### src/rtl/txn_rec_pkg.sv
package txn_rec_pkg;
  typedef enum logic [2:0] {
    REG_CTRL  = 3'd0,
    REG_TADDR = 3'd1,
    REG_TDATA = 3'd2,
    REG_STAT  = 3'd3,
    REG_RADDR = 3'd4,
    REG_RDATA = 3'd5
  } reg_idx_e;

  localparam int CTRL_ARM = 0;
  localparam int CTRL_DM  = 1;
  localparam int CTRL_DIR = 2;

  typedef enum logic [1:0] {
    DIR_NONE = 2'b00,
    DIR_RD   = 2'b01,
    DIR_WR   = 2'b10,
    DIR_ANY  = 2'b11
  } dir_mode_e;
endpackage

### src/rtl/txn_rec_regs.sv
module txn_rec_regs
  import txn_rec_pkg::*;
#(
  parameter int AW = 16,
  parameter int DW = 16
) (
  input  logic          clk_i,
  input  logic          rst_ni,
  input  logic          we_i,
  input  logic [2:0]    addr_i,
  input  logic [31:0]   wdata_i,
  output logic [AW-1:0] trig_addr_o,
  output logic [DW-1:0] trig_data_o,
  output logic          dm_en_o,
  output logic [1:0]    dir_mode_o,
  output logic          arm_o
);
  logic unused_wdata;
  assign unused_wdata = ^wdata_i;

  always_ff @(posedge clk_i or negedge rst_ni) begin
    if (!rst_ni) begin
      trig_addr_o <= '0;
      trig_data_o <= '0;
      dm_en_o     <= 1'b0;
      dir_mode_o  <= DIR_NONE;
    end else if (we_i) begin
      case (addr_i)
        REG_CTRL: begin
          dm_en_o    <= wdata_i[CTRL_DM];
          dir_mode_o <= wdata_i[CTRL_DIR +: 2];
        end
        REG_TADDR: trig_addr_o <= wdata_i[AW-1:0];
        REG_TDATA: trig_data_o <= wdata_i[DW-1:0];
        default: ;
      endcase
    end
  end

  assign arm_o = we_i && (addr_i == REG_CTRL) && wdata_i[CTRL_ARM];
endmodule

### src/rtl/txn_rec_trig.sv
module txn_rec_trig #(
  parameter int AW = 16,
  parameter int DW = 16
) (
  input  logic          clk_i,
  input  logic          rst_ni,
  input  logic          arm_i,
  input  logic          rd_i,
  input  logic          wr_i,
  input  logic [AW-1:0] addr_i,
  input  logic [DW-1:0] data_i,
  input  logic          filt_ok_i,
  input  logic [AW-1:0] trig_addr_i,
  input  logic [DW-1:0] trig_data_i,
  input  logic          dm_en_i,
  input  logic [1:0]    dir_mode_i,
  input  logic          full_i,
  output logic          armed_o,
  output logic          trig_o,
  output logic          ovf_o,
  output logic          hit_o,
  output logic          push_o
);
  logic armed_q, trig_q, ovf_q;
  logic txn, dir_ok, cap;

  assign txn    = rd_i | wr_i;
  assign dir_ok = wr_i ? dir_mode_i[1] : dir_mode_i[0];
  assign hit_o  = armed_q && !trig_q && txn && dir_ok && !arm_i &&
                  (addr_i == trig_addr_i) && (!dm_en_i || data_i == trig_data_i);
  assign cap    = txn && filt_ok_i && (trig_q || hit_o) && !ovf_q && !arm_i;
  assign push_o = cap && !full_i;

  always_ff @(posedge clk_i or negedge rst_ni) begin
    if (!rst_ni) begin
      armed_q <= 1'b0;
      trig_q  <= 1'b0;
      ovf_q   <= 1'b0;
    end else if (arm_i) begin
      armed_q <= 1'b1;
      trig_q  <= 1'b0;
      ovf_q   <= 1'b0;
    end else begin
      if (hit_o) begin
        armed_q <= 1'b0;
        trig_q  <= 1'b1;
      end
      if (cap && full_i) ovf_q <= 1'b1;
    end
  end

  assign armed_o = armed_q;
  assign trig_o  = trig_q;
  assign ovf_o   = ovf_q;
endmodule

### src/rtl/txn_rec_fifo.sv
module txn_rec_fifo #(
  parameter int WIDTH = 33,
  parameter int DEPTH = 8,
  localparam int PW = (DEPTH > 1) ? $clog2(DEPTH) : 1,
  localparam int CW = $clog2(DEPTH + 1)
) (
  input  logic             clk_i,
  input  logic             rst_ni,
  input  logic             flush_i,
  input  logic             push_i,
  input  logic             pop_i,
  input  logic [WIDTH-1:0] din_i,
  output logic [WIDTH-1:0] dout_o,
  output logic             empty_o,
  output logic             full_o,
  output logic [CW-1:0]    cnt_o
);
  logic [WIDTH-1:0] mem [DEPTH];
  logic [PW-1:0] wp_q, rp_q;
  logic [CW-1:0] cnt_q;
  logic do_push, do_pop;

  assign empty_o = (cnt_q == '0);
  assign full_o  = (cnt_q == CW'(DEPTH));
  assign do_push = push_i && !full_o && !flush_i;
  assign do_pop  = pop_i && !empty_o && !flush_i;

  function automatic logic [PW-1:0] nxt(logic [PW-1:0] p);
    return (p == PW'(DEPTH - 1)) ? '0 : p + 1'b1;
  endfunction

  always_ff @(posedge clk_i or negedge rst_ni) begin
    if (!rst_ni) begin
      wp_q  <= '0;
      rp_q  <= '0;
      cnt_q <= '0;
    end else if (flush_i) begin
      wp_q  <= '0;
      rp_q  <= '0;
      cnt_q <= '0;
    end else begin
      if (do_push) wp_q <= nxt(wp_q);
      if (do_pop)  rp_q <= nxt(rp_q);
      if (do_push && !do_pop)      cnt_q <= cnt_q + 1'b1;
      else if (do_pop && !do_push) cnt_q <= cnt_q - 1'b1;
    end
  end

  always_ff @(posedge clk_i) begin
    if (do_push) mem[wp_q] <= din_i;
  end

  assign dout_o = mem[rp_q];
  assign cnt_o  = cnt_q;
endmodule

### src/rtl/txn_recorder.sv
module txn_recorder
  import txn_rec_pkg::*;
#(
  parameter int AW    = 16,
  parameter int DW    = 16,
  parameter int DEPTH = 8,
  localparam int RW = 1 + AW + DW,
  localparam int CW = $clog2(DEPTH + 1)
) (
  input  logic          clk_i,
  input  logic          rst_ni,
  input  logic [AW-1:0] bus_addr_i,
  input  logic [DW-1:0] bus_wdata_i,
  input  logic [DW-1:0] bus_rdata_i,
  input  logic          bus_rd_i,
  input  logic          bus_wr_i,
  input  logic          filt_ok_i,
  input  logic          cfg_we_i,
  input  logic          cfg_re_i,
  input  logic [2:0]    cfg_addr_i,
  input  logic [31:0]   cfg_wdata_i,
  output logic [31:0]   cfg_rdata_o
);
  logic [AW-1:0] trig_addr;
  logic [DW-1:0] trig_data, txn_data;
  logic          dm_en, arm_p, armed, trig_q, ovf_q, hit, push, pop, empty, full;
  logic [1:0]    dir_mode;
  logic [RW-1:0] rec_in, rec_out;
  logic [CW-1:0] cnt;

  // write wins when both strobes are high
  assign txn_data = bus_wr_i ? bus_wdata_i : bus_rdata_i;
  assign rec_in   = {bus_wr_i, bus_addr_i, txn_data};
  assign pop      = cfg_re_i && (cfg_addr_i == REG_RDATA);

  txn_rec_regs #(.AW(AW), .DW(DW)) i_regs (
    .clk_i, .rst_ni,
    .we_i(cfg_we_i), .addr_i(cfg_addr_i), .wdata_i(cfg_wdata_i),
    .trig_addr_o(trig_addr), .trig_data_o(trig_data),
    .dm_en_o(dm_en), .dir_mode_o(dir_mode), .arm_o(arm_p)
  );

  txn_rec_trig #(.AW(AW), .DW(DW)) i_trig (
    .clk_i, .rst_ni,
    .arm_i(arm_p), .rd_i(bus_rd_i), .wr_i(bus_wr_i),
    .addr_i(bus_addr_i), .data_i(txn_data), .filt_ok_i,
    .trig_addr_i(trig_addr), .trig_data_i(trig_data),
    .dm_en_i(dm_en), .dir_mode_i(dir_mode), .full_i(full),
    .armed_o(armed), .trig_o(trig_q), .ovf_o(ovf_q),
    .hit_o(hit), .push_o(push)
  );

  txn_rec_fifo #(.WIDTH(RW), .DEPTH(DEPTH)) i_fifo (
    .clk_i, .rst_ni,
    .flush_i(arm_p), .push_i(push), .pop_i(pop),
    .din_i(rec_in), .dout_o(rec_out),
    .empty_o(empty), .full_o(full), .cnt_o(cnt)
  );

  always_comb begin
    cfg_rdata_o = '0;
    case (cfg_addr_i)
      REG_CTRL:  cfg_rdata_o = {28'd0, dir_mode, dm_en, 1'b0};
      REG_TADDR: cfg_rdata_o = 32'(trig_addr);
      REG_TDATA: cfg_rdata_o = 32'(trig_data);
      REG_STAT:  cfg_rdata_o = {16'd0, 8'(cnt), 3'd0, ovf_q, full, empty, trig_q, armed};
      REG_RADDR: cfg_rdata_o = 32'(rec_out[DW +: AW]) | {rec_out[RW-1], 31'd0};
      REG_RDATA: cfg_rdata_o = 32'(rec_out[DW-1:0]);
      default:   cfg_rdata_o = '0;
    endcase
  end
endmodule

### config.mk
export PLATFORM = sky130hd
export DESIGN_NAME = txn_recorder
export DESIGN_NICKNAME = d
export VERILOG_FILES = /design/src/rtl/txn_rec_pkg.sv /design/src/rtl/txn_rec_regs.sv /design/src/rtl/txn_rec_trig.sv /design/src/rtl/txn_rec_fifo.sv /design/src/rtl/txn_recorder.sv
export SDC_FILE = /design/constraint.sdc
export NUM_CORES = 1
export LEC_CHECK = 0
export BUFFER_PORTS_ARGS = -buffer_cell sky130_fd_sc_hd__clkbuf_2
export CORE_MARGIN = 2
export CORE_UTILIZATION = 30
export DETAILED_ROUTE_END_ITERATION = 6
export PLACE_DENSITY = 0.51
export SLEW_MARGIN = 10
export SYNTH_ARGS = -nofsm -noshare
export SYNTH_HDL_FRONTEND = slang
export SYNTH_HIERARCHICAL = 1
export SYNTH_SLANG_ARGS = --single-unit
### constraint.sdc
create_clock -name clk_i -period 6.61 [get_ports clk_i]
set_input_delay 1.6525 -clock clk_i [delete_from_list [all_inputs] [get_ports clk_i]]
set_output_delay 1.6525 -clock clk_i [all_outputs]
set_load 0.02 [all_outputs]
After elaboration in Yosys (flattened, before gate mapping)
Memory sizes are Yosys's and may differ from the RTL's.
Cells that the tools add are included.
{ "op_classes": {"addsub": 4, "eq_ne": 10, "n_mux": 20, "n_bitwise": 2, "n_reduce_logical": 41} }
{ "op_table": {"columns": ["cell", "n"], "rows": [
  ["$pmux W32 S6", 1],
  ["$eq A16 B16 Y1", 2],
  ["$or A16 B32 Y32", 1],
  ["$logic_and A1 B1 Y1", 21],
  ["$mux W3", 6],
  ["$mux W16", 1],
  ["$eq A3 B3 Y1 const B", 4],
  ["$mux W4", 3],
  ["$mux W1", 9],
  ["$logic_not A1 Y1", 8],
  ["$reduce_bool A2 Y1", 4],
  ["$add A3 B1 Y3 const B", 2],
  ["$eq A3 B2 Y1 const B", 2],
  ["$reduce_and A2 Y1", 3],
  ["$add A4 B1 Y4 const B", 1],
  ["$eq A4 B4 Y1 const B", 1],
  ["$logic_not A4 Y1", 1],
  ["$sub A4 B1 Y4 const B", 1],
  ["$eq A3 B1 Y1 const B", 1],
  ["$logic_not A3 Y1", 1],
  ["$reduce_bool A3 Y1", 1],
  ["$logic_or A1 B1 Y1", 2],
  ["$or A1 B1 Y1", 1]
]} }
{ "word_totals": {"register_bits": 48, "ramBits": 264, "input_bits": 90, "output_inout_bits": 32, "memories": 1} }
{ "memory_table": {"columns": ["name", "depth", "word_bits", "rd", "rd_ports_with_merged_regs", "write_ports", "line", "rtl"], "rows": [
  ["i_fifo.mem", 8, 33, 1, 0, 1, "txn_rec_fifo.sv:18", "logic [WIDTH-1:0] mem [DEPTH];"]
]} }

Depth between registers and ports, before layout
Gate-level depths: netlist of run 1.
{ "depth": {"word_depth": 19, "ltp_mapped": 16} }

Cells and area by module
Netlist of run 1, hierarchy kept.
{ "by_module_without_submodules": {"columns": ["mod", "instances", "cells_each", "area_each_um2", "seq_area_each_um2"], "rows": [
  ["txn_rec_fifo", 1, 462, 10777.8, 8177.8],
  ["txn_rec_regs", 1, 78, 1348.8, 875.8],
  ["txn_recorder", 1, 121, 984.7, 0.0],
  ["txn_rec_trig", 1, 70, 580.6, 75.1]
]} }

Worst setup path before layout of run 1
No wires, ideal clock.
{ "synth_path": {"path_type": "input to register", "startpoint": "input bus_wr_i", "endpoint": "memory i_fifo.mem[0][0] (enable)", "setup_ps": 464, "arrival_time_ps": 6406, "required_ps": 6146, "setup_slack_ps": -260, "stages": 12, "n_path_buf": 2, "cell_sequence": "buf_2 -> buf_2 -> mux2_2 -> xnor2_1 -> nand4_1 -> o41ai_2 -> nand3_2 -> a21oi_1 -> inv_2 -> nor3_1 -> nand2b_1 -> nor3_1"} }
{ "synth_via": {"elab_cells_between_ends": 20} }
{ "synth_lines": {"columns": ["element", "line", "rtl"], "rows": [
  ["start, declared", "txn_recorder.sv:16", "input logic bus_wr_i,"],
  ["$mux W16", "txn_recorder.sv:32", "assign txn_data = bus_wr_i ? bus_wdata_i : bus_rdata_i;"],
  ["via txn_data[5]", "txn_recorder.sv:25", "logic [DW-1:0] trig_data, txn_data;"],
  ["$eq A16 B16 Y1", "txn_rec_trig.sv:30", "(addr_i == trig_addr_i) && (!dm_en_i || data_i == trig_data_i);"],
  ["$logic_or A1 B1 Y1", "txn_rec_trig.sv:30", null],
  ["$logic_and A1 B1 Y1", "txn_rec_trig.sv:30", null],
  ["$logic_or A1 B1 Y1", "txn_rec_trig.sv:31", "assign cap = txn && filt_ok_i && (trig_q || hit_o) && !ovf_q && !arm_i;"],
  ["$logic_and A1 B1 Y1 (3 in a row)", "txn_rec_trig.sv:31", null],
  ["$logic_and A1 B1 Y1", "txn_rec_trig.sv:32", "assign push_o = cap && !full_i;"],
  ["via push", "txn_recorder.sv:26", "logic dm_en, arm_p, armed, trig_q, ovf_q, hit, push, pop, empty, full;"],
  ["$logic_and A1 B1 Y1 (2 in a row)", "txn_rec_fifo.sv:25", "assign do_push = push_i && !full_o && !flush_i;"],
  ["$mux W1", "txn_rec_fifo.sv:50", "if (do_push) mem[wp_q] <= din_i;"],
  ["$mux W1 (not written as such)", "txn_rec_fifo.sv:50", null],
  ["end, declared", "txn_rec_fifo.sv:18", null]
]} }
The timed path passes the listed nets, and every way through them passes these cells.

Worst setup path after layout of run 1
{ "layout_path": {"startpoint": "input bus_wr_i", "endpoint": "register i_fifo.cnt_q[3] (netlist: i_fifo/cnt_o[3])"} }
{ "layout_via": {"elab_cells_between_ends": 24} }
{ "layout_lines": {"columns": ["element", "line", "rtl"], "rows": [
  ["$mux W16 (*)", "txn_recorder.sv:32", null],
  ["via txn_data[5]", "txn_recorder.sv:25", null],
  ["$eq A16 B16 Y1 (*)", "txn_rec_trig.sv:30", null],
  ["$logic_or A1 B1 Y1 (*)", "txn_rec_trig.sv:30", null],
  ["$logic_and A1 B1 Y1 (*)", "txn_rec_trig.sv:30", null],
  ["$logic_or A1 B1 Y1 (*)", "txn_rec_trig.sv:31", null],
  ["$logic_and A1 B1 Y1 (*) (3 in a row)", "txn_rec_trig.sv:31", null],
  ["$logic_and A1 B1 Y1 (*)", "txn_rec_trig.sv:32", null],
  ["via push", "txn_recorder.sv:26", null],
  ["$logic_and A1 B1 Y1 (*) (2 in a row)", "txn_rec_fifo.sv:25", null],
  ["$logic_and A1 B1 Y1 / $logic_not A1 Y1 (equally long branches)", "txn_rec_fifo.sv:44, txn_rec_fifo.sv:45", null],
  ["$mux W4 / $logic_and A1 B1 Y1 (equally long branches)", "txn_rec_fifo.sv:44, txn_rec_fifo.sv:45", null],
  ["$mux W4 / $reduce_bool A3 Y1 (equally long branches)", null, null],
  ["end signal, assigned", "txn_rec_fifo.sv:44", "if (do_push && !do_pop) cnt_q <= cnt_q + 1'b1;"],
  ["end signal, assigned", "txn_rec_fifo.sv:45", "else if (do_pop && !do_push) cnt_q <= cnt_q - 1'b1;"],
  ["end, declared", "txn_rec_fifo.sv:20", "logic [CW-1:0] cnt_q;"]
]} }
The timed path passes the listed nets; every way through them passes the cells marked *.
A chain may end at the register's enable or synchronous reset.

==> impl_summary.md, run 1 <==
Outcome
The flow ran to the end, and the final reports show no timing, DRC or antenna violations.

Worst setup path
The startpoint identified for the worst register-to-register timing path is i_regs/trig_data_o[10]. In this run the critical register-to-register path is captured at i_fifo/cnt_o[3]. In this run the register-to-register setup slack is 2.80 ns. Of all nets on the critical path, the largest fanout is 9. Walking the worst path, the cells encountered are clkbuf_2 > buf_4 > mux2_2 > xnor2_1 > nand4_1 > o41ai_2 > nand3_2 > a21oi_1 > inv_2 > nor3_1 > nand2_1 > ha_1 > a211o_1 > o21a_1 > o211ai_1 > a31oi_1.

The worst setup path is launched from a primary input. For the worst setup path, the data required time is 7.00 ns. On the critical path, the stage with the largest delay is an instance of sky130_fd_sc_hd__o41ai_2.

The critical path class is in2reg. The largest incremental delay on the critical path is 0.53 ns. The number of cells on the worst reg-to-reg path is 13. STA puts the critical path data arrival time at 5.84 ns. The worst setup path is captured at a flop. The most critical setup path has its startpoint at bus_wr_i.

Clock tree
The count of buffers added by post-CTS timing repair for setup is 0. The number of CTS-inserted buffers is 35. The number of gates resized after cts is 0.

The buffer levels on the longest clock path is 3. The total of hold buffers inserted after clock tree synthesis is 0. The CTS H-tree depth is 2. The number of clock sinks is 312. The clock root buffer is sky130_fd_sc_hd__clkbuf_16. For the worst-skew pair, the clock arrives at the later sink with an insertion delay of 0.51 ns.

TritonCTS built the clock tree. Clock-pin slew was measured on the worst setup and hold paths at 0.06 ns.

Placed design
The total placed cells including tap cells is 1415. Detailed placement ended at an HPWL of 23350 um. The final weighted congestion of routability-driven global placement is 0.8467. At the placement stage, the worst setup path has a slack of 0.7173 ns.

The port buffer count is 90.

Final layout
Compared with the post-synthesis result, the final layout area differs by 18.23%. The leading cell type in the layout, fill and taps excluded is sky130_fd_sc_hd__edfxtp_1. In the layout the commonest cells are 264 x sky130_fd_sc_hd__edfxtp_1, 90 x sky130_fd_sc_hd__clkbuf_2, 56 x sky130_fd_sc_hd__mux4_2, 54 x sky130_fd_sc_hd__mux2_2, 45 x sky130_fd_sc_hd__dfrtp_1. Cells with a size suffix above 1 make up 36.83% of the layout. Leaving out filler cells and counting taps, the final layout contains 1478. The final core area utilization is 35.81%. At the end of the flow, the number of nets in the layout was 949.

Hold path
The endpoint of the worst hold path is i_trig/armed_o. The origin of the worst min-delay path is i_trig/armed_o. Along the worst hold path, the cell count comes to 1. The tightest min-delay check is of the reg2reg type.

Global route
The number of antenna violations at the first check in global routing is 3. The wire length of the first global-routing pass is 50490 um. Entering global routing, the biggest net connects 49 pins.

Global routing used 14.77% of the available tracks. The leftover overflow at the end of global routing is 0. The number of global-route vias before repair came to 7307.

Route
In the routed design, unresolved DRC markers number 0. After detailed routing, the number of vias per cell comes to 4.836. Wires add up to 34430 um. After detailed routing, the average wire length per cell comes to 23.30 um.

The number of routed nets with antenna violations is 0. The pre-antenna-repair detailed-routing pass consisted of 5 iterations. The detailed router's first-iteration violation count is 481. The total via count in the routed design is 7148.

Timing
The actual slew at the worst max-slew pin is 1.059 ns. Static timing analysis puts the maximum clock frequency at 0.1837 GHz. The final critical-path setup slack is 1.167 ns. The total count of max-transition violations in the final report came to 0. The count of final hold-check violations is 0. The setup skew after layout is 0.02229 ns.

Setup repair after global routing left no endpoint under its margin. Headroom to the max-slew limit came out at 29.43%. The portion of the clock cycle consumed by the worst path in the final layout is 82.34%. The count of final setup violators is 0. The aggregate negative setup slack is 0 ns. The minimum clock period after layout is 5.443 ns.

Floorplanning
The floorplan has 78 rows. The starting density of the core is 30.29%. From left edge to right edge, the die measures 217.6 um. The overall die area is 47350 um^2. The floorplan step set the die height to 217.6 um. In this run the standard cell core region covers 45190 um^2. In this run the count of I/O pins placed on the die edge is 122.

Synth
Synthesis produced 730 cells. The mapped cell area is 13690 um^2. For this run, the number of Yosys warnings is 6.

A synthesized cell averages 18.75 um^2.

Run
The number of max-cap violations is 0.

Power and ir drop
In this run switching power makes up 27.73% of total power. The power dissipated by switching net loads is 1.587 mW. The leakage power is 5.526 nW.

The share of total power in the clock network is 33.3%. The internal power of the cells is 4.135 mW. The completed layout was analyzed and its total power is 5.722 mW. In this run the power density over the cells is 353.6 nW/um^2. Sequential cells account for 43.5% of the total power. The combinational share of power is 23.2%. IR analysis of the VDD net gives a maximum drop of 177.2 uV.
## worst max-delay path by stage
stage,endpoint,slack [ns],cells after the start
after floorplan,i_fifo/mem[4][0],0.64,12
after global placement,i_fifo/mem[0][29],0.79,13
after detailed placement,i_fifo/cnt_o[3],0.72,16
after CTS,i_fifo/cnt_o[3],1.23,16
after global routing,i_fifo/cnt_o[3],0.93,16
final,i_fifo/cnt_o[3],1.17,16
## power groups by stage
stage / Combinational, mW / Sequential [mW] / Clock (mW)
after detailed placement: 1.34 / 2.54 / 0
after global placement: 1.33 / 2.54 / 0
after global routing: 1.43 / 2.52 / 2.03
after CTS: 1.35 / 2.50 / 1.95
after floorplan: 1.11 / 2.36 / 0
final: 1.33 / 2.49 / 1.90
## layout make-up
class / count / area (um^2)
timing repair buffer: 123 / 848.3
clock inverter: 15 / 143.9
antenna: 1 / 2.502
sequential: 312 / 9135
clock buffer: 47 / 983.4
fill: 4235 / 29000
inverter: 9 / 33.78
multi-input combinational: 371 / 4285
tap: 600 / 750.7
## sequential cells by signal, indices dropped and copies added, names as in the netlist
signal              flops
i_fifo/mem            264
i_regs/trig_addr_o     16
i_regs/trig_data_o     16
i_fifo/cnt_o            4
i_fifo/rp_q             3
i_fifo/wp_q             3
i_regs/dir_mode_o       2
i_regs/dm_en_o          1
i_trig/armed_o          1
i_trig/ovf_o            1
i_trig/trig_o           1
## metrics by stage
step           hold slack (ns)  instance area [um^2]
2_1_floorplan           0.4666                 13750
3_3_place_gp            0.5100                 15050
3_5_place_dp            0.5200                 15050
4_1_cts                 0.5332                 16180
5_1_grt                 0.5529                 16180
6_report                0.5314                 16180
## critical path: cells and delay by family
kind	cells	cell delay, ns
AOI/OAI and AO/OA	6	1.61
xor gates and xnor gates	1	0.27
buffers and inverters	3	0.66
and+or+nand+nor	4	0.89
adders and majority gates	1	0.31
muxes	1	0.44
## routing by layer
metal,GRT usage [%],wire (um),vias to the layer above
met5,0,26,-
met4,3.813,603,4
met3,2.706,1623,47
met2,23.91,16700,186
met1,20.47,15480,3743
li1,-,-,3168
No activity file was read; power rests on OpenSTA's default activity.
==> run 2: changes to the inputs <==
ABC_AREA = 1   (was unset)
PLACE_DENSITY = 0.52   (was 0.51)
clock period = 4.8 ns   (was 6.61 ns; I/O delays follow)
==> run 2 against run 1 <==
Clock power grew 28%; via count grew 45%; register-to-register slack lost 1.2 ns; largest power group unchanged; highest routed layer is now met4.
==> impl_summary.md, run 2 <==
Outcome
The flow ran to the end, and the final reports show no timing, DRC or antenna violations.

Timing
The worst relative slew slack was 46.57% (+17 points). The count of final setup violators came to 0 (unchanged). The count of final hold-check violations is 0 (unchanged). The worst path in the final design needs a cycle of 4.254 ns, including I/O delays and setup. The actual slew at the worst max-slew pin is 0.8015 ns (-0.2570 ns). The setup skew after layout was 0.01510 ns (-0.007194 ns).

The smallest hold slack was 0.5071 ns (-0.02431 ns). The total count of max-transition violations in the final report was 0 (unchanged). The highest clock frequency the design can meet is 0.2351 GHz.

After layout, the worst path uses 88.63% of the clock period. Setup repair after global routing left no endpoint under its margin.

Power and ir drop
The leakage power came to 6.559 nW (+19%). The power per cell area is 501.1 nW/um^2 (+42%). The highest ir drop seen on vdd is 308.4 uV (+74%).

Route
The met2 wirelength from detailed routing was 17540 um (+5.0%). The total via count in the routed design came to 10390 (+45%). The total routed wirelength is 40080 um (+16%).

The number of routed nets with antenna violations came to 0 (unchanged). The met3 wirelength from detailed routing came to 2969 um (+83%). The met1 wire length came to 18390 um (+19%). The via-per-instance ratio is 4.833 (about the same).

The routed length per placed instance came to 18.65 um (-20%). The number of design rule violations left after detail routing is 0 (unchanged). The length of the first detailed-routing pass in iterations was 5 (unchanged). Signal routing reaches up to met4.

The detailed router's first-iteration violation count was 887 (+84%).

Synth
The dominant register cell in the synthesized netlist is sky130_fd_sc_hd__edfxtp_1. The post-synthesis area per instance is 10.23 um^2 (-45%). The async set or reset register ratio after synthesis is 15.38%.

By area the synthesized netlist is led by sky130_fd_sc_hd__edfxtp_1 55%, sky130_fd_sc_hd__dfrtp_1 8.3%, sky130_fd_sc_hd__nand2_1 7.9%, sky130_fd_sc_hd__nor2_1 6.0%, sky130_fd_sc_hd__o21ai_0 3.1%. The number of synthesized register bits is 312. After synthesis, flip-flops and latches occupy 63.00% of the total area. The mapped cell area is 14490 um^2 (+5.9%). The cell taking the most area after synthesis is sky130_fd_sc_hd__edfxtp_1. Yosys mapped a number of flops with a built-in enable equal to 264. The synthesized design devotes to its leading area cell type 54.71% of total area. The count of warnings emitted by yosys was 6 (unchanged). By instance count, the leading cell after synthesis is sky130_fd_sc_hd__nand2_1. The commonest cells after synthesis are 304 x sky130_fd_sc_hd__nand2_1, 264 x sky130_fd_sc_hd__edfxtp_1, 230 x sky130_fd_sc_hd__nor2_1, 93 x sky130_fd_sc_hd__inv_1, 90 x sky130_fd_sc_hd__o21ai_0. The number of different library cells used by synthesis comes to 42. The number of cells produced by synthesis is 1417 (+94%).

Worst setup path
The maximum net fanout on the critical path is 133 (+124). The data required time of the worst path came to 3.60 ns (-3.40 ns). The sort of element at the start of the critical path is a flop.

The flop-to-flop setup slack is 1.60 ns (-1.20 ns). The arrival time reported for the critical path endpoint was 3.05 ns (-2.79 ns). The critical path class is reg2out. The type of element capturing the critical path is an output port.

Floorplanning
The starting density of the core is 30.35% (+0.056 points). The overall die area came to 50080 um^2 (+5.8%). The area of the placeable core was 47750 um^2 (+5.7%).

The chip width came to 223.8 um (+2.8%). The number of placement rows was 80 (+2.6%). The die outline height is 223.8 um (+2.8%).

The number of I/O pins is 122 (unchanged).

Placed design
The total placed instance area came to 15650 um^2 (+4.0%). The HPWL after detailed placement is 25770 um (+10%). The final weighted congestion of routability-driven global placement is 0.8706 (+2.8%).

The port buffer count is 90 (unchanged).

Final layout
The largest registers in the layout are i_fifo/mem: 264 flops, i_regs/trig_addr_o: 16 flops, i_regs/trig_data_o: 16 flops. The post-route standard cell area excluding fillers came to 16690 um^2 (+3.1%). The register with the most flip-flops in the final layout is i_fifo/mem.

The library cells used most frequently in the layout, excluding fill and tap cells, are 304 x sky130_fd_sc_hd__nand2_1, 264 x sky130_fd_sc_hd__edfxtp_1, 222 x sky130_fd_sc_hd__nor2_1, 92 x sky130_fd_sc_hd__inv_1. The share of final-layout standard cells stronger than drive strength 1 is 15.45% (-21 points). The total number of nets in the final design came to 1604 (+69%). The library cell used most frequently in the layout, excluding fill and tap cells, is sky130_fd_sc_hd__nand2_1. The number of flip-flops in the largest register is 264 (unchanged). From synthesis to final layout, the design area changed by 15.18%. The antenna diode count was 0 (-1).

Global route
The wire length of the first global-routing pass is 60300 um (+19%). The leftover overflow at the end of global routing was 0 (unchanged). The number of global-route vias before repair is 9787 (+34%). The combined global-route utilization of all metal layers is 15.96% (+1.2 points). The pin count of the biggest net entering global routing is 134 (+170%). The number of antenna violations at the first check in global routing was 0 (-3).

Clock tree
The clock root buffer is sky130_fd_sc_hd__clkbuf_16. The post-CTS clock slew at the launch and capture registers of the worst setup and hold paths was 0.06 ns (about the same). The CTS tree is yes. The number of CTS-inserted buffers is 35 (unchanged). The number of clock sinks is 312 (unchanged). The insertion delay to the later sink of the worst-skew pair came to 0.53 ns (+0.02 ns). The CTS H-tree depth is 2 (unchanged). The number of gates resized after cts came to 0 (unchanged). The buffer levels on the longest clock path is 3 (unchanged).

The total of hold buffers inserted after clock tree synthesis is 0 (unchanged). The count of buffers added by post-CTS timing repair for setup came to 0 (unchanged).

Hold path
In this run the worst hold path is classified as reg2reg.

Run
The number of max-cap violations is 0 (unchanged).
==> run 2: report_power, final <==
group	leakage [nW]	total [mW]	internal, mW	switching, mW
Sequential	2.98	3.29	3.12	0.175
Combinational	3.08	2.64	0.782	1.86
Clock	0.505	2.43	1.39	1.04
==> run 2: final timing paths <==
kind,startpoint,endpoint,depth (start not counted)
worst max register to register,i_regs/trig_data_o[2],i_fifo/cnt_o[3],24
worst max-delay path,i_fifo/rp_q[0],cfg_rdata_o[12],8
worst min register to register,i_regs/trig_addr_o[15],i_regs/trig_addr_o[15],2
min in group asynchronous,rst_ni,i_fifo/cnt_o[0],2
max in group asynchronous,rst_ni,i_fifo/rp_q[0],2
worst min-delay path,i_regs/trig_addr_o[15],i_regs/trig_addr_o[15],2
==> run 2: kinds of logic (layout without fill, tap and decap cells) <==
group           after synthesis  in the layout  share of synthesized area [%]
compound gates              219            219                          7.987
fa+ha+maj                     7              7                         0.6562
xor+xnor                      6              6                         0.3627
other cells                   1             15                        0.02588
flops                       312            312                          63.00
buf+inv                     192            295                          7.193
mux                          16             16                          1.243
simple gates                664            664                          19.53
==> run 2: area by class of cell <==
cell class | instances | area [um^2]
sequential | 312 | 9134
inverter | 105 | 421.7
clock buffer | 46 | 948.4
clock inverter | 18 | 88.84
fill | 4735 | 31060
multi-input combinational | 927 | 4432
tap | 615 | 769.5
timing repair buffer | 126 | 895.9
==> run 2: per-layer routing <==
metal	track usage [%]	vias up
li1	-	4965
met1	22.73	4982
met2	24.20	379
met3	3.384	61
met4	5.312	0
met5	0	-
==> run 2: per-stage QoR <==
stage | util [%] | cells | setup TNS (ns) | power, mW | setup slack, ns
floorplan | - | 1431 | -6.985 | 5.069 | -0.03104
global placement | 32.78 | 2085 | 0 | 5.938 | 0.2776
detailed placement | 32.78 | 2085 | 0 | 5.987 | 0.1355
CTS | 34.96 | 2149 | 0 | 8.443 | 0.5637
global route | 34.96 | 2149 | 0 | 8.829 | 0.3147
finish | 34.96 | 2149 | 0 | 8.364 | 0.5459
==> run 2: critical path, stage by stage (launching register included) <==
cell and delay (ns):
sky130_fd_sc_hd__dfrtp_4 0.45, sky130_fd_sc_hd__buf_12 0.37, sky130_fd_sc_hd__o21ai_0 0.19, sky130_fd_sc_hd__o21ai_1 0.14, sky130_fd_sc_hd__a21oi_1 0.07, sky130_fd_sc_hd__a31oi_1 0.53
sky130_fd_sc_hd__nand4_1 0.16, sky130_fd_sc_hd__nand4_1 0.16, sky130_fd_sc_hd__clkbuf_2 0.19
==> run 3: changes to the inputs <==
ABC_AREA = unset   (was 1)
==> run 3 against run 2 <==
Sequential share of layout area increased by 0.68 points; clock skew rose by 0.00098 ns; sequential power increased by 2%; largest cell class unchanged; combinational power decreased by 25%; non-clock buffer count up 28; global-route usage down 0.64 points; routed wire length down 11%; clock-buffer cell count grew 1; critical path depth is 1 lower; hold slack improved by 0.0095 ns.
==> impl_summary.md, run 3 (synthesis results as in run 1) <==
Hold path
The worst hold path belongs to the class reg2reg.

Worst setup path
The flop-to-flop setup slack is 1.50 ns (-0.10 ns). The worst setup path is launched from a flop. The data required time of the worst path is 3.60 ns (about the same). The arrival time reported for the critical path endpoint is 3.23 ns (+0.18 ns). The critical path class is reg2out. STA classifies the critical path endpoint as an output port. The maximum net fanout on the critical path is 23 (-83%).

Final layout
The antenna diode count is 0 (unchanged). The total number of nets in the final design is 981 (-39%). The number of flip-flops in the largest register came to 264 (unchanged). The register with the highest flop count is i_fifo/mem. The share of final-layout standard cells stronger than drive strength 1 was 39.04% (+24 points). In the final layout, the registers with the most flip-flops are i_fifo/mem: 264 flops, i_regs/trig_addr_o: 16 flops, i_regs/trig_data_o: 16 flops.

Compared with the post-synthesis result, the final layout area differs by 20.45%. Leaving out fill and tap cells, the most frequent cell in the layout is sky130_fd_sc_hd__edfxtp_1. The top cell types in the final layout, fill and taps aside, are 264 x sky130_fd_sc_hd__edfxtp_1, 90 x sky130_fd_sc_hd__clkbuf_2, 56 x sky130_fd_sc_hd__mux4_2, 54 x sky130_fd_sc_hd__mux2_2, 48 x sky130_fd_sc_hd__buf_4. The post-route standard cell area excluding fillers is 16490 um^2 (-1.2%).

Clock tree
The total of hold buffers inserted after clock tree synthesis came to 0 (unchanged). The clock root buffer is sky130_fd_sc_hd__clkbuf_16. The buffer levels on the longest clock path was 3 (unchanged).

The count of buffers added by post-CTS timing repair for setup was 0 (unchanged). TritonCTS built the clock tree. The number of gates resized after cts is 0 (unchanged). The number of clock sinks is 312 (unchanged). The CTS H-tree depth is 2 (unchanged). The post-CTS clock slew at the launch and capture registers of the worst setup and hold paths is 0.06 ns (about the same). The insertion delay to the later sink of the worst-skew pair is 0.52 ns (about the same).

The number of CTS-inserted buffers is 36 (+2.9%).

Power and ir drop
The power dissipated by switching net loads is 2.262 mW (-26%). The internal power of the cells is 5.712 mW (+8.0%). The share of total power in the clock network was 33.0% (+3.9 points). The switching part of the total power came to 28.37% (-8.4 points).

The combinational share of power is 25.0% (-6.5 points). The leakage power is 5.693 nW (-13%). The power per cell area is 483.6 nW/um^2 (-3.5%). The sequential cell fraction of total power is 42.0% (+2.6 points). The total power is 7.973 mW (-4.7%). The highest ir drop seen on vdd is 230.7 uV (-25%).

Route
The number of design rule violations left after detail routing came to 0 (unchanged). The detailed router's first-iteration violation count is 540 (-39%). The via-per-instance ratio is 4.820 (-0.28%).

The number of routed nets with antenna violations came to 0 (unchanged). The routed length per placed instance is 23.50 um (+26%). The total via count in the routed design is 7288 (-30%).

The length of the first detailed-routing pass in iterations is 5 (unchanged). The total routed wirelength is 35530 um (-11%).

Timing
Setup repair after global routing left no endpoint under its margin. The total count of max-transition violations in the final report is 0 (unchanged). The setup skew after layout is 0.01608 ns (+0.0009791 ns). The smallest hold slack is 0.5166 ns (+0.009537 ns).

The portion of the clock cycle consumed by the worst path in the final layout is 92.32% (+3.7 points). The highest clock frequency the design can meet came to 0.2257 GHz (-4.0%). The minimum clock period after layout is 4.431 ns (+0.1773 ns). The count of final hold-check violations is 0 (unchanged). The count of final setup violators was 0 (unchanged).

The actual slew at the worst max-slew pin was 0.9352 ns (+0.1337 ns). The worst relative slew slack is 37.65% (-8.9 points).

Placed design
The HPWL after detailed placement came to 24290 um (-5.7%). The final weighted congestion of routability-driven global placement was 0.8525 (-2.1%). The port buffer count came to 90 (unchanged). The total placed instance area was 15350 um^2 (-1.9%).

Floorplanning
The number of I/O pins was 122 (unchanged). The overall die area came to 47350 um^2 (-5.4%). The number of placement rows is 78 (-2.5%). The die outline height is 217.6 um (-2.8%). The starting density of the core was 30.29% (-0.056 points).

The area of the placeable core came to 45190 um^2 (-5.4%). The chip width is 217.6 um (-2.8%).

Global route
The leftover overflow at the end of global routing is 0 (unchanged). The wire length of the first global-routing pass is 52520 um (-13%). The pin count of the biggest net entering global routing was 49 (-63%). The combined global-route utilization of all metal layers was 15.33% (-0.64 points).

The number of global-route vias before repair came to 7748 (-21%). The number of antenna violations at the first check in global routing is 2 (+2).

Outcome
The flow ran to the end, and the final reports show no timing, DRC or antenna violations.

Run
The number of max-cap violations came to 0 (unchanged).
## run 3: worst max-delay path, stage by stage (launching register included)
cell and delay [ns]:
sky130_fd_sc_hd__dfrtp_4 0.68, sky130_fd_sc_hd__buf_12 0.29, sky130_fd_sc_hd__mux4_2 0.53, sky130_fd_sc_hd__mux2_2 0.34, sky130_fd_sc_hd__mux2_2 0.27, sky130_fd_sc_hd__a221oi_1 0.30
sky130_fd_sc_hd__nor2_1 0.11, sky130_fd_sc_hd__clkbuf_2 0.17
## run 3: per-stage QoR
stage,TNS (ns),worst slack (ns),instances,util [%]
2_1_floorplan,-0.09391,-0.002846,744,-
3_3_place_gp,0,0.03727,1446,33.98
3_5_place_dp,0,0.02330,1446,33.98
4_1_cts,0,0.3110,1512,36.49
5_1_grt,0,0.2020,1512,36.49
6_report,0,0.3686,1512,36.49
## run 3: cell type report
class	instances	area [um^2]
Clock buffer	47	984.7
Inverter	9	33.78
Tap cell	600	750.7
Fill cell	4242	28700
Timing Repair Buffer	154	1131
Multi-Input combinational cell	371	4302
Sequential cell	312	9135
Clock inverter	19	150.1
## run 3: power by group through the flow
stage / sequential (mW) / clock (mW) / combinational, mW
detailed placement: 3.41 / 0 / 2.02
finish: 3.35 / 2.63 / 1.99
global route: 3.38 / 2.79 / 2.14
CTS: 3.36 / 2.68 / 2.03
floorplan: 3.26 / 0 / 1.54
global placement: 3.41 / 0 / 2.01
## run 3: final timing paths
check / startpoint / to / cells after the start
setup / recovery: i_fifo/rp_q[0] / cfg_rdata_o[11] / 7
hold / removal: i_trig/armed_o / i_trig/armed_o / 1
setup reg to reg: i_regs/trig_data_o[10] / i_fifo/cnt_o[3] / 15
hold reg to reg: i_trig/armed_o / i_trig/armed_o / 1
max in group asynchronous: rst_ni / i_fifo/rp_q[0] / 2
min in group asynchronous: rst_ni / i_fifo/cnt_o[0] / 2
## run 3: routing by layer
layer | routed length [um] | vias up | global-route usage [%]
li1 | - | 3230 | -
met1 | 16530 | 3833 | 21.54
met2 | 16620 | 172 | 24.45
met3 | 1529 | 51 | 2.678
met4 | 833 | 2 | 4.201
met5 | 13 | - | 0
